## src/rtl/isq_pkg.sv

```systemverilog
// Package: default sizes and register-port addresses shared by the
// priority selector and its checker.
package isq_pkg;
    localparam int ISQ_NUM_SRC  = 64;   // raised-set size, power of two
    localparam int ISQ_PRIO_W   = 5;    // request priority width
    localparam int ISQ_VEC_W    = 8;    // vector width, >= priority width
    localparam int ISQ_TP_RST   = 15;   // task priority after reset
    localparam int ISQ_SPUR_RST = 255;  // spurious vector after reset

    typedef enum logic {
        ISQ_REG_TASKPRI = 1'b0,
        ISQ_REG_SPUR    = 1'b1
    } isq_reg_e;
endpackage

```

## src/rtl/isq_entry_store.sv

```systemverilog
// Raised-set storage. Holds one raised bit per source plus the priority and
// vector captured when that source was accepted.
// Assumes the caller never sets and clears the same index in one cycle
// unless set is meant to win (set is applied last).
module isq_entry_store #(
    parameter int NUM_SRC = 64,
    parameter int PRIO_W  = 5,
    parameter int VEC_W   = 8,
    localparam int IDX_W  = $clog2(NUM_SRC)
) (
    input  logic              clk,
    input  logic              rst_n,
    input  logic              set_en,
    input  logic [IDX_W-1:0]  set_idx,
    input  logic [PRIO_W-1:0] set_prio,
    input  logic [VEC_W-1:0]  set_vec,
    input  logic              clr_en,
    input  logic [IDX_W-1:0]  clr_idx,
    output logic [NUM_SRC-1:0] raised_o,
    output logic [PRIO_W-1:0] prio_o [NUM_SRC],
    output logic [VEC_W-1:0]  vec_o  [NUM_SRC]
);
    logic [NUM_SRC-1:0] raised_q;
    logic [PRIO_W-1:0]  prio_q [NUM_SRC];
    logic [VEC_W-1:0]   vec_q  [NUM_SRC];

    // Raised bitmap: cleared on acknowledge, set on accept.
    always_ff @(posedge clk) begin
        if (!rst_n) begin
            raised_q <= '0;
        end else begin
            if (clr_en) raised_q[clr_idx] <= 1'b0;
            if (set_en) raised_q[set_idx] <= 1'b1;
        end
    end

    // Payload capture: priority and vector of an accepted source.
    always_ff @(posedge clk) begin
        if (set_en) begin
            prio_q[set_idx] <= set_prio;
            vec_q[set_idx]  <= set_vec;
        end
    end

    assign raised_o = raised_q;

    generate
        for (genvar g = 0; g < NUM_SRC; g++) begin : g_out
            assign prio_o[g] = prio_q[g];
            assign vec_o[g]  = vec_q[g];
        end
    endgenerate
endmodule

```

## src/rtl/isq_prio_tree.sv

```systemverilog
// Combinational max-priority tree over the raised set. Nodes are kept in heap
// order: node n has children 2n+1 (lower indices) and 2n+2 (higher indices).
// A right child replaces the left only with a strictly greater priority, so
// the lowest index wins ties. Assumes NUM_SRC is a power of two.
module isq_prio_tree #(
    parameter int NUM_SRC = 64,
    parameter int PRIO_W  = 5,
    localparam int IDX_W  = $clog2(NUM_SRC),
    localparam int NODES  = 2 * NUM_SRC - 1
) (
    input  logic [NUM_SRC-1:0] raised_i,
    input  logic [PRIO_W-1:0]  prio_i [NUM_SRC],
    output logic               best_vld,
    output logic [IDX_W-1:0]   best_idx,
    output logic [PRIO_W-1:0]  best_prio
);
    logic              node_v [NODES];
    logic [PRIO_W-1:0] node_p [NODES];
    logic [IDX_W-1:0]  node_i [NODES];

    generate
        for (genvar l = 0; l < NUM_SRC; l++) begin : g_leaf
            assign node_v[NUM_SRC-1+l] = raised_i[l];
            assign node_p[NUM_SRC-1+l] = prio_i[l];
            assign node_i[NUM_SRC-1+l] = IDX_W'(l);
        end
        for (genvar n = 0; n < NUM_SRC - 1; n++) begin : g_node
            logic take_r;
            // Pick the right subtree only when it strictly outranks the left.
            assign take_r = node_v[2*n+2] &&
                            (!node_v[2*n+1] || (node_p[2*n+2] > node_p[2*n+1]));
            assign node_v[n] = node_v[2*n+1] || node_v[2*n+2];
            assign node_p[n] = take_r ? node_p[2*n+2] : node_p[2*n+1];
            assign node_i[n] = take_r ? node_i[2*n+2] : node_i[2*n+1];
        end
    endgenerate

    assign best_vld  = node_v[0];
    assign best_idx  = node_i[0];
    assign best_prio = node_p[0];
endmodule

```

## src/rtl/isq_ctrl_regs.sv

```systemverilog
// Register port: task-priority threshold and spurious vector.
// Writes land on the next edge; reads are combinational.
module isq_ctrl_regs #(
    parameter int PRIO_W   = 5,
    parameter int VEC_W    = 8,
    parameter int TP_RST   = 15,
    parameter int SPUR_RST = 255
) (
    input  logic              clk,
    input  logic              rst_n,
    input  logic              reg_we,
    input  logic              reg_addr,
    input  logic [VEC_W-1:0]  reg_wdata,
    output logic [VEC_W-1:0]  reg_rdata,
    output logic [PRIO_W-1:0] task_prio,
    output logic [VEC_W-1:0]  spur_vec
);
    import isq_pkg::*;

    logic [PRIO_W-1:0] tp_q;
    logic [VEC_W-1:0]  spur_q;

    // Register writes with synchronous reset values.
    always_ff @(posedge clk) begin
        if (!rst_n) begin
            tp_q   <= PRIO_W'(TP_RST);
            spur_q <= VEC_W'(SPUR_RST);
        end else if (reg_we) begin
            if (reg_addr == ISQ_REG_TASKPRI) tp_q   <= reg_wdata[PRIO_W-1:0];
            else                             spur_q <= reg_wdata;
        end
    end

    // Read multiplexer.
    always_comb begin
        if (reg_addr == ISQ_REG_TASKPRI) reg_rdata = VEC_W'(tp_q);
        else                             reg_rdata = spur_q;
    end

    assign task_prio = tp_q;
    assign spur_vec  = spur_q;
endmodule

```

## src/rtl/irq_select_queue.sv

```systemverilog
// Per-destination interrupt priority selector. Filters forwarded requests
// against the task priority, records accepted ones in a raised set, selects
// the best raised source through a registered tree scan, drives the processor
// interrupt line and answers acknowledges with the selected vector.
// Assumes: NUM_SRC is a power of two, VEC_W >= PRIO_W, and acknowledges are
// spaced so the registered selection is current (one cycle after a change).
module irq_select_queue
    import isq_pkg::*;
#(
    parameter int NUM_SRC  = ISQ_NUM_SRC,
    parameter int PRIO_W   = ISQ_PRIO_W,
    parameter int VEC_W    = ISQ_VEC_W,
    parameter int TP_RST   = ISQ_TP_RST,
    parameter int SPUR_RST = ISQ_SPUR_RST,
    localparam int IDX_W   = $clog2(NUM_SRC)
) (
    input  logic              clk,
    input  logic              rst_n,
    input  logic              req_valid,
    input  logic [IDX_W-1:0]  req_src,
    input  logic [PRIO_W-1:0] req_prio,
    input  logic [VEC_W-1:0]  req_vec,
    output logic              act_valid,
    output logic [IDX_W-1:0]  act_src,
    output logic              miss_pulse,
    output logic              cpu_irq,
    input  logic              ack_req,
    output logic              ack_valid,
    output logic [VEC_W-1:0]  ack_vec,
    output logic              sel_valid,
    output logic [IDX_W-1:0]  sel_src,
    output logic [PRIO_W-1:0] sel_prio,
    input  logic              reg_we,
    input  logic              reg_addr,
    input  logic [VEC_W-1:0]  reg_wdata,
    output logic [VEC_W-1:0]  reg_rdata
);
    logic [PRIO_W-1:0]  task_prio_q;
    logic [VEC_W-1:0]   spur_q;
    logic [NUM_SRC-1:0] raised;
    logic [PRIO_W-1:0]  prio_arr [NUM_SRC];
    logic [VEC_W-1:0]   vec_arr  [NUM_SRC];
    logic               scan_vld;
    logic [IDX_W-1:0]   scan_idx;
    logic [PRIO_W-1:0]  scan_prio;
    logic               sel_vld_q;
    logic [IDX_W-1:0]   sel_idx_q;
    logic [PRIO_W-1:0]  sel_prio_q;
    logic               irq_q;
    logic               act_q;
    logic [IDX_W-1:0]   act_src_q;
    logic               miss_q;
    logic               ack_q;
    logic [VEC_W-1:0]   ack_vec_q;
    logic               pass_w;
    logic               accept_w;
    logic               miss_w;
    logic               beat_w;
    logic               quiet_w;
    logic               ack_hit_w;

    isq_ctrl_regs #(
        .PRIO_W(PRIO_W), .VEC_W(VEC_W), .TP_RST(TP_RST), .SPUR_RST(SPUR_RST)
    ) u_regs (
        .clk(clk), .rst_n(rst_n), .reg_we(reg_we), .reg_addr(reg_addr),
        .reg_wdata(reg_wdata), .reg_rdata(reg_rdata),
        .task_prio(task_prio_q), .spur_vec(spur_q)
    );

    isq_entry_store #(
        .NUM_SRC(NUM_SRC), .PRIO_W(PRIO_W), .VEC_W(VEC_W)
    ) u_store (
        .clk(clk), .rst_n(rst_n),
        .set_en(accept_w), .set_idx(req_src), .set_prio(req_prio), .set_vec(req_vec),
        .clr_en(ack_hit_w), .clr_idx(sel_idx_q),
        .raised_o(raised), .prio_o(prio_arr), .vec_o(vec_arr)
    );

    isq_prio_tree #(
        .NUM_SRC(NUM_SRC), .PRIO_W(PRIO_W)
    ) u_tree (
        .raised_i(raised), .prio_i(prio_arr),
        .best_vld(scan_vld), .best_idx(scan_idx), .best_prio(scan_prio)
    );

    // Request filter: threshold test, then duplicate test on the raised bit.
    always_comb begin
        pass_w   = req_valid && (req_prio > task_prio_q);
        accept_w = pass_w && !raised[req_src];
        miss_w   = pass_w &&  raised[req_src];
        beat_w   = accept_w && (!sel_vld_q || (req_prio > sel_prio_q));
        quiet_w  = !scan_vld || (scan_prio <= task_prio_q);
        ack_hit_w = ack_req && sel_vld_q;
    end

    // Registered selection; all ones stands for "no request".
    always_ff @(posedge clk) begin
        if (!rst_n) begin
            sel_vld_q  <= 1'b0;
            sel_idx_q  <= '1;
            sel_prio_q <= '1;
        end else begin
            sel_vld_q  <= scan_vld;
            sel_idx_q  <= scan_vld ? scan_idx  : '1;
            sel_prio_q <= scan_vld ? scan_prio : '1;
        end
    end

    // Interrupt line: set on a beating accept, cleared when nothing qualifies.
    always_ff @(posedge clk) begin
        if (!rst_n)       irq_q <= 1'b0;
        else if (beat_w)  irq_q <= 1'b1;
        else if (quiet_w) irq_q <= 1'b0;
    end

    // Activity and miss pulses back to the source unit.
    always_ff @(posedge clk) begin
        if (!rst_n) begin
            act_q     <= 1'b0;
            act_src_q <= '0;
            miss_q    <= 1'b0;
        end else begin
            act_q     <= accept_w;
            act_src_q <= accept_w ? req_src : act_src_q;
            miss_q    <= miss_w;
        end
    end

    // Acknowledge response: selected vector, or spurious when empty.
    always_ff @(posedge clk) begin
        if (!rst_n) begin
            ack_q     <= 1'b0;
            ack_vec_q <= '0;
        end else begin
            ack_q <= ack_req;
            if (ack_req) ack_vec_q <= sel_vld_q ? vec_arr[sel_idx_q] : spur_q;
        end
    end

    assign act_valid  = act_q;
    assign act_src    = act_src_q;
    assign miss_pulse = miss_q;
    assign cpu_irq    = irq_q;
    assign ack_valid  = ack_q;
    assign ack_vec    = ack_vec_q;
    assign sel_valid  = sel_vld_q;
    assign sel_src    = sel_idx_q;
    assign sel_prio   = sel_prio_q;
endmodule


```

## config.mk

```make
export PLATFORM = sky130hd
export DESIGN_NAME = irq_select_queue
export DESIGN_NICKNAME = d
export VERILOG_FILES = /design/src/rtl/isq_pkg.sv /design/src/rtl/isq_entry_store.sv /design/src/rtl/isq_prio_tree.sv /design/src/rtl/isq_ctrl_regs.sv /design/src/rtl/irq_select_queue.sv
export SDC_FILE = /design/constraint.sdc
export NUM_CORES = 1
export LEC_CHECK = 0
export BUFFER_PORTS_ARGS = -buffer_cell sky130_fd_sc_hd__buf_2
export CAP_MARGIN = 30
export CORE_MARGIN = 4
export CORE_UTILIZATION = 40
export DETAILED_ROUTE_END_ITERATION = 10
export SLEW_MARGIN = 20
export SYNTH_ARGS = -nofsm -noshare
export SYNTH_HDL_FRONTEND = slang
export SYNTH_SLANG_ARGS = --single-unit
```

## constraint.sdc

```tcl
create_clock -name clk -period 19.15 [get_ports clk]
set_input_delay 3.83 -clock clk [delete_from_list [all_inputs] [get_ports clk]]
set_output_delay 3.83 -clock clk [all_outputs]
set_load 0.01 [all_outputs]
```

==> impl_metrics.toml <==
[timing]
rsz0062_at_grt = "no"
slew_violations = 0
fmax_mhz = 73.9
hold_viol_final = 0
tns_ns = 0
tightest_slew_ns = 1.05
fin_crit_sh = 0.706
min_period_ns = 13.53
finClkSkew_ns = 0.0423
max_slew_margin = 0.301
finalSetupViolCount = 0

[grt]
grt_overflow = 0
grtUsageTotal = 0.227
grt_start_max_net_pins = 69
grt_first_pass_wirelength_um = 215000
antenna_found_initial = 7
grt_pass1_vias = 33000

[finish]
nFillCells = 11000
seq_area_um2 = 27100
finish.instance_area_um2 = 54000
finalCoreUtilization = 0.451
area_delta_synth_final_pct = 12.0
multi_input_area_um2 = 19300
nets = 4610
layout-drive-gt1-share = 0.107

[synth]
synth_area_um2 = 48300
syn_inst = 4172
synth_common_cells = "edfxtp_1 (832), a21oi_1 (363), inv_1 (363)"
async_reset_ff_frac = 0
yosys-top-cells-area = "edfxtp_1 (52%), ha_1 (7.8%), mux2i_1 (4.8%)"
synth_mux_area_frac = 0.0773
synthXorXnorAreaFrac = 0.00181
yosys_warnings = 0
synth_compound_area_frac = 0.148
ys_ff_latch = 939
syn_avg_cell_area_um2 = 11.6
synth.distinct_cells = 93
synth.most_common_cell = "edfxtp_1"
synth_edf_count = 832
synth_seq_area_share = 0.562
syn_nets = 4506
synthAdderAreaFrac = 0.0797
yosys.area.top_type_share = 0.518
synth-simple-area-share = 0.0914
synth_area_leader_cell = "edfxtp_1"
synth_ff_type = "edfxtp_1"
synth_top_family_by_area = "compound AO/OA/AOI/OAI gates"

[place]
port-buffer-count = 70
dp_hpwl_um = 100000
placed_cell_area_um2 = 50600
gp_congestion = 0.930

[clocking]
clock_latency_ns = 0.69
clockBufferDepth = 3
cts_resized = 0
clock-sinks = 939
cts_root_buffer = "clkbuf_16"
cts_setup_buffers = 0
htree_levels = 3
clk_pin_slew_worst_paths_ns = 0.06
cts_made_buffers = 103
cts_hold_buf = 0
cts_tree = "yes"

[critical_path]
critPathKind = "register to register"
cp_max_fo = 10
crit_slowest_cell = "o21ai_1"
worstPathRequired_ns = 19.70
r2r-end = "cpu_irq$_SDFFE_PN0P_"
reg2regPathDepth = 59
endpoint_kind = "register"
r2r-start = "u_store.prio_q[29][1]$_DFFE_PP_"
cpPeakStageDelay_ns = 0.75
rrSetupSlack_ns = 5.62
arrival_ns = 14.07
worstSetupStartpointType = "register"

[route]
vias = 34400
wire_per_inst_um = 24.6
ant_nets = 0
first_pass_iters = 6
drt_wl_total_um = 147000
detailedRoute.firstIterationViolations = 3377
drc = 0
avgViaCountPerCell = 5.76

[hold_path]
hold_depth = 2
min_delay_worst_endpoint = "act_src[4]$_SDFFE_PN0P_"
hold_class = "register to register"
hold_start = "act_src[4]$_SDFFE_PN0P_"

[die]
io_pins = 71
dieArea_um2 = 126000
die_width_um = 355
design.core.area_um2 = 120000
fp.dieH_um = 355
start_util = 0.403
rows = 127

[outcome]
status = "completed"

[power]
power.leakage_uw = 0.0214
ir_worst_vdd_v = 0.0000656
power.density_nw_per_um2 = 86.5

[run]
max_cap_viol_count = 0
==> through the flow <==
step	total power, uW	worst slack [ns]	hold WS [ns]	cells
2_1_floorplan	2530	7.78	0.436	4172
3_3_place_gp	2740	5.92	0.442	5773
3_5_place_dp	2740	5.66	0.448	5778
4_1_cts	4700	5.61	0.456	5968
5_1_grt	4820	4.58	0.476	5974
6_report	4670	5.62	0.451	5975
==> layer usage <==
metal,part of all wire,vias to the layer above,track usage,wire [um]
met5,0.00034,-,0,50
met4,0.031,2,0.0656,4510
met3,0.091,251,0.0588,13300
met2,0.44,1363,0.352,65200
met1,0.43,17000,0.313,63800
li1,-,15800,-,-
==> sequential cells by signal (all words and copies together) (netlist names) <==
register / cells
sel_prio: 5
sel_valid: 1
act_valid: 1
miss_pulse: 1
ack_vec: 8
u_regs.spur_vec: 8
cpu_irq: 1
act_src: 6
ack_valid: 1
u_store.prio_q: 320
sel_src: 6
u_regs.task_prio: 5
u_store.raised_o: 64
u_store.vec_q: 512
==> placed cells by master (no fill, tap or decap), types with 56 or more instances in the layout <==
| cell | n |
|---|---|
| buf_2 | 72 |
| dfxtp_1 | 104 |
| a21oi_1 | 363 |
| ha_1 | 301 |
| inv_1 | 362 |
| clkbuf_16 | 104 |
| a22o_1 | 56 |
| o22ai_1 | 69 |
| o21ai_0 | 184 |
| mux2_2 | 119 |
| o21a_1 | 75 |
| nand3_1 | 70 |
| edfxtp_1 | 832 |
| buf_4 | 65 |
| nand2_1 | 250 |
| a22oi_1 | 58 |
| mux2i_1 | 231 |
| nor2_1 | 338 |
==> critical path, delay by kind of cell (launching register included) <==
| kind | cells | cell delay (ns) |
|---|---|---|
| muxes | 5 | 1.96 |
| buffers and inverters | 3 | 0.47 |
| and+or+nand+nor | 14 | 1.86 |
| DFF | 1 | 0.41 |
| AOI/OAI and AO/OA | 30 | 6.59 |
| adders and majority gates | 7 | 2.05 |
==> layout make-up <==
type                       count  area share
antenna                        2   0.0000926
clock buffer                 141      0.0520
clock inverter                49     0.00952
inverter                     364      0.0253
multi-input combinational   2727       0.357
sequential                   939       0.502
tap                         1612      0.0373
timing repair buffer         141      0.0168
==> cell families after synthesis <==
group,count (synthesis)
fa+ha+maj,309
buf+inv,506
mux,354
flops,939
xor+xnor,10
compound gates,1108
simple gates,946
==> worst max path at each step <==
stage	endpoint	slack, ns	cells past startpoint	from
6_report	cpu_irq$_SDFFE_PN0P_	5.62	59	u_store.prio_q[29][1]$_DFFE_PP_
5_1_grt	cpu_irq$_SDFFE_PN0P_	4.58	59	u_store.prio_q[29][1]$_DFFE_PP_
4_1_cts	cpu_irq$_SDFFE_PN0P_	5.61	58	u_store.prio_q[47][1]$_DFFE_PP_
3_5_place_dp	cpu_irq$_SDFFE_PN0P_	5.66	58	u_store.prio_q[47][1]$_DFFE_PP_
3_3_place_gp	cpu_irq$_SDFFE_PN0P_	5.92	58	u_store.prio_q[29][1]$_DFFE_PP_
2_1_floorplan	cpu_irq$_SDFFE_PN0P_	7.78	62	u_store.prio_q[47][1]$_DFFE_PP_
==> report_power, final <==
part	total, uW	internal (uW)	switching, uW
Combinational	451	134	316
Sequential	2260	2240	21.1
Clock	1960	1140	827
Note: power is estimated with default switching activity, not from simulation.
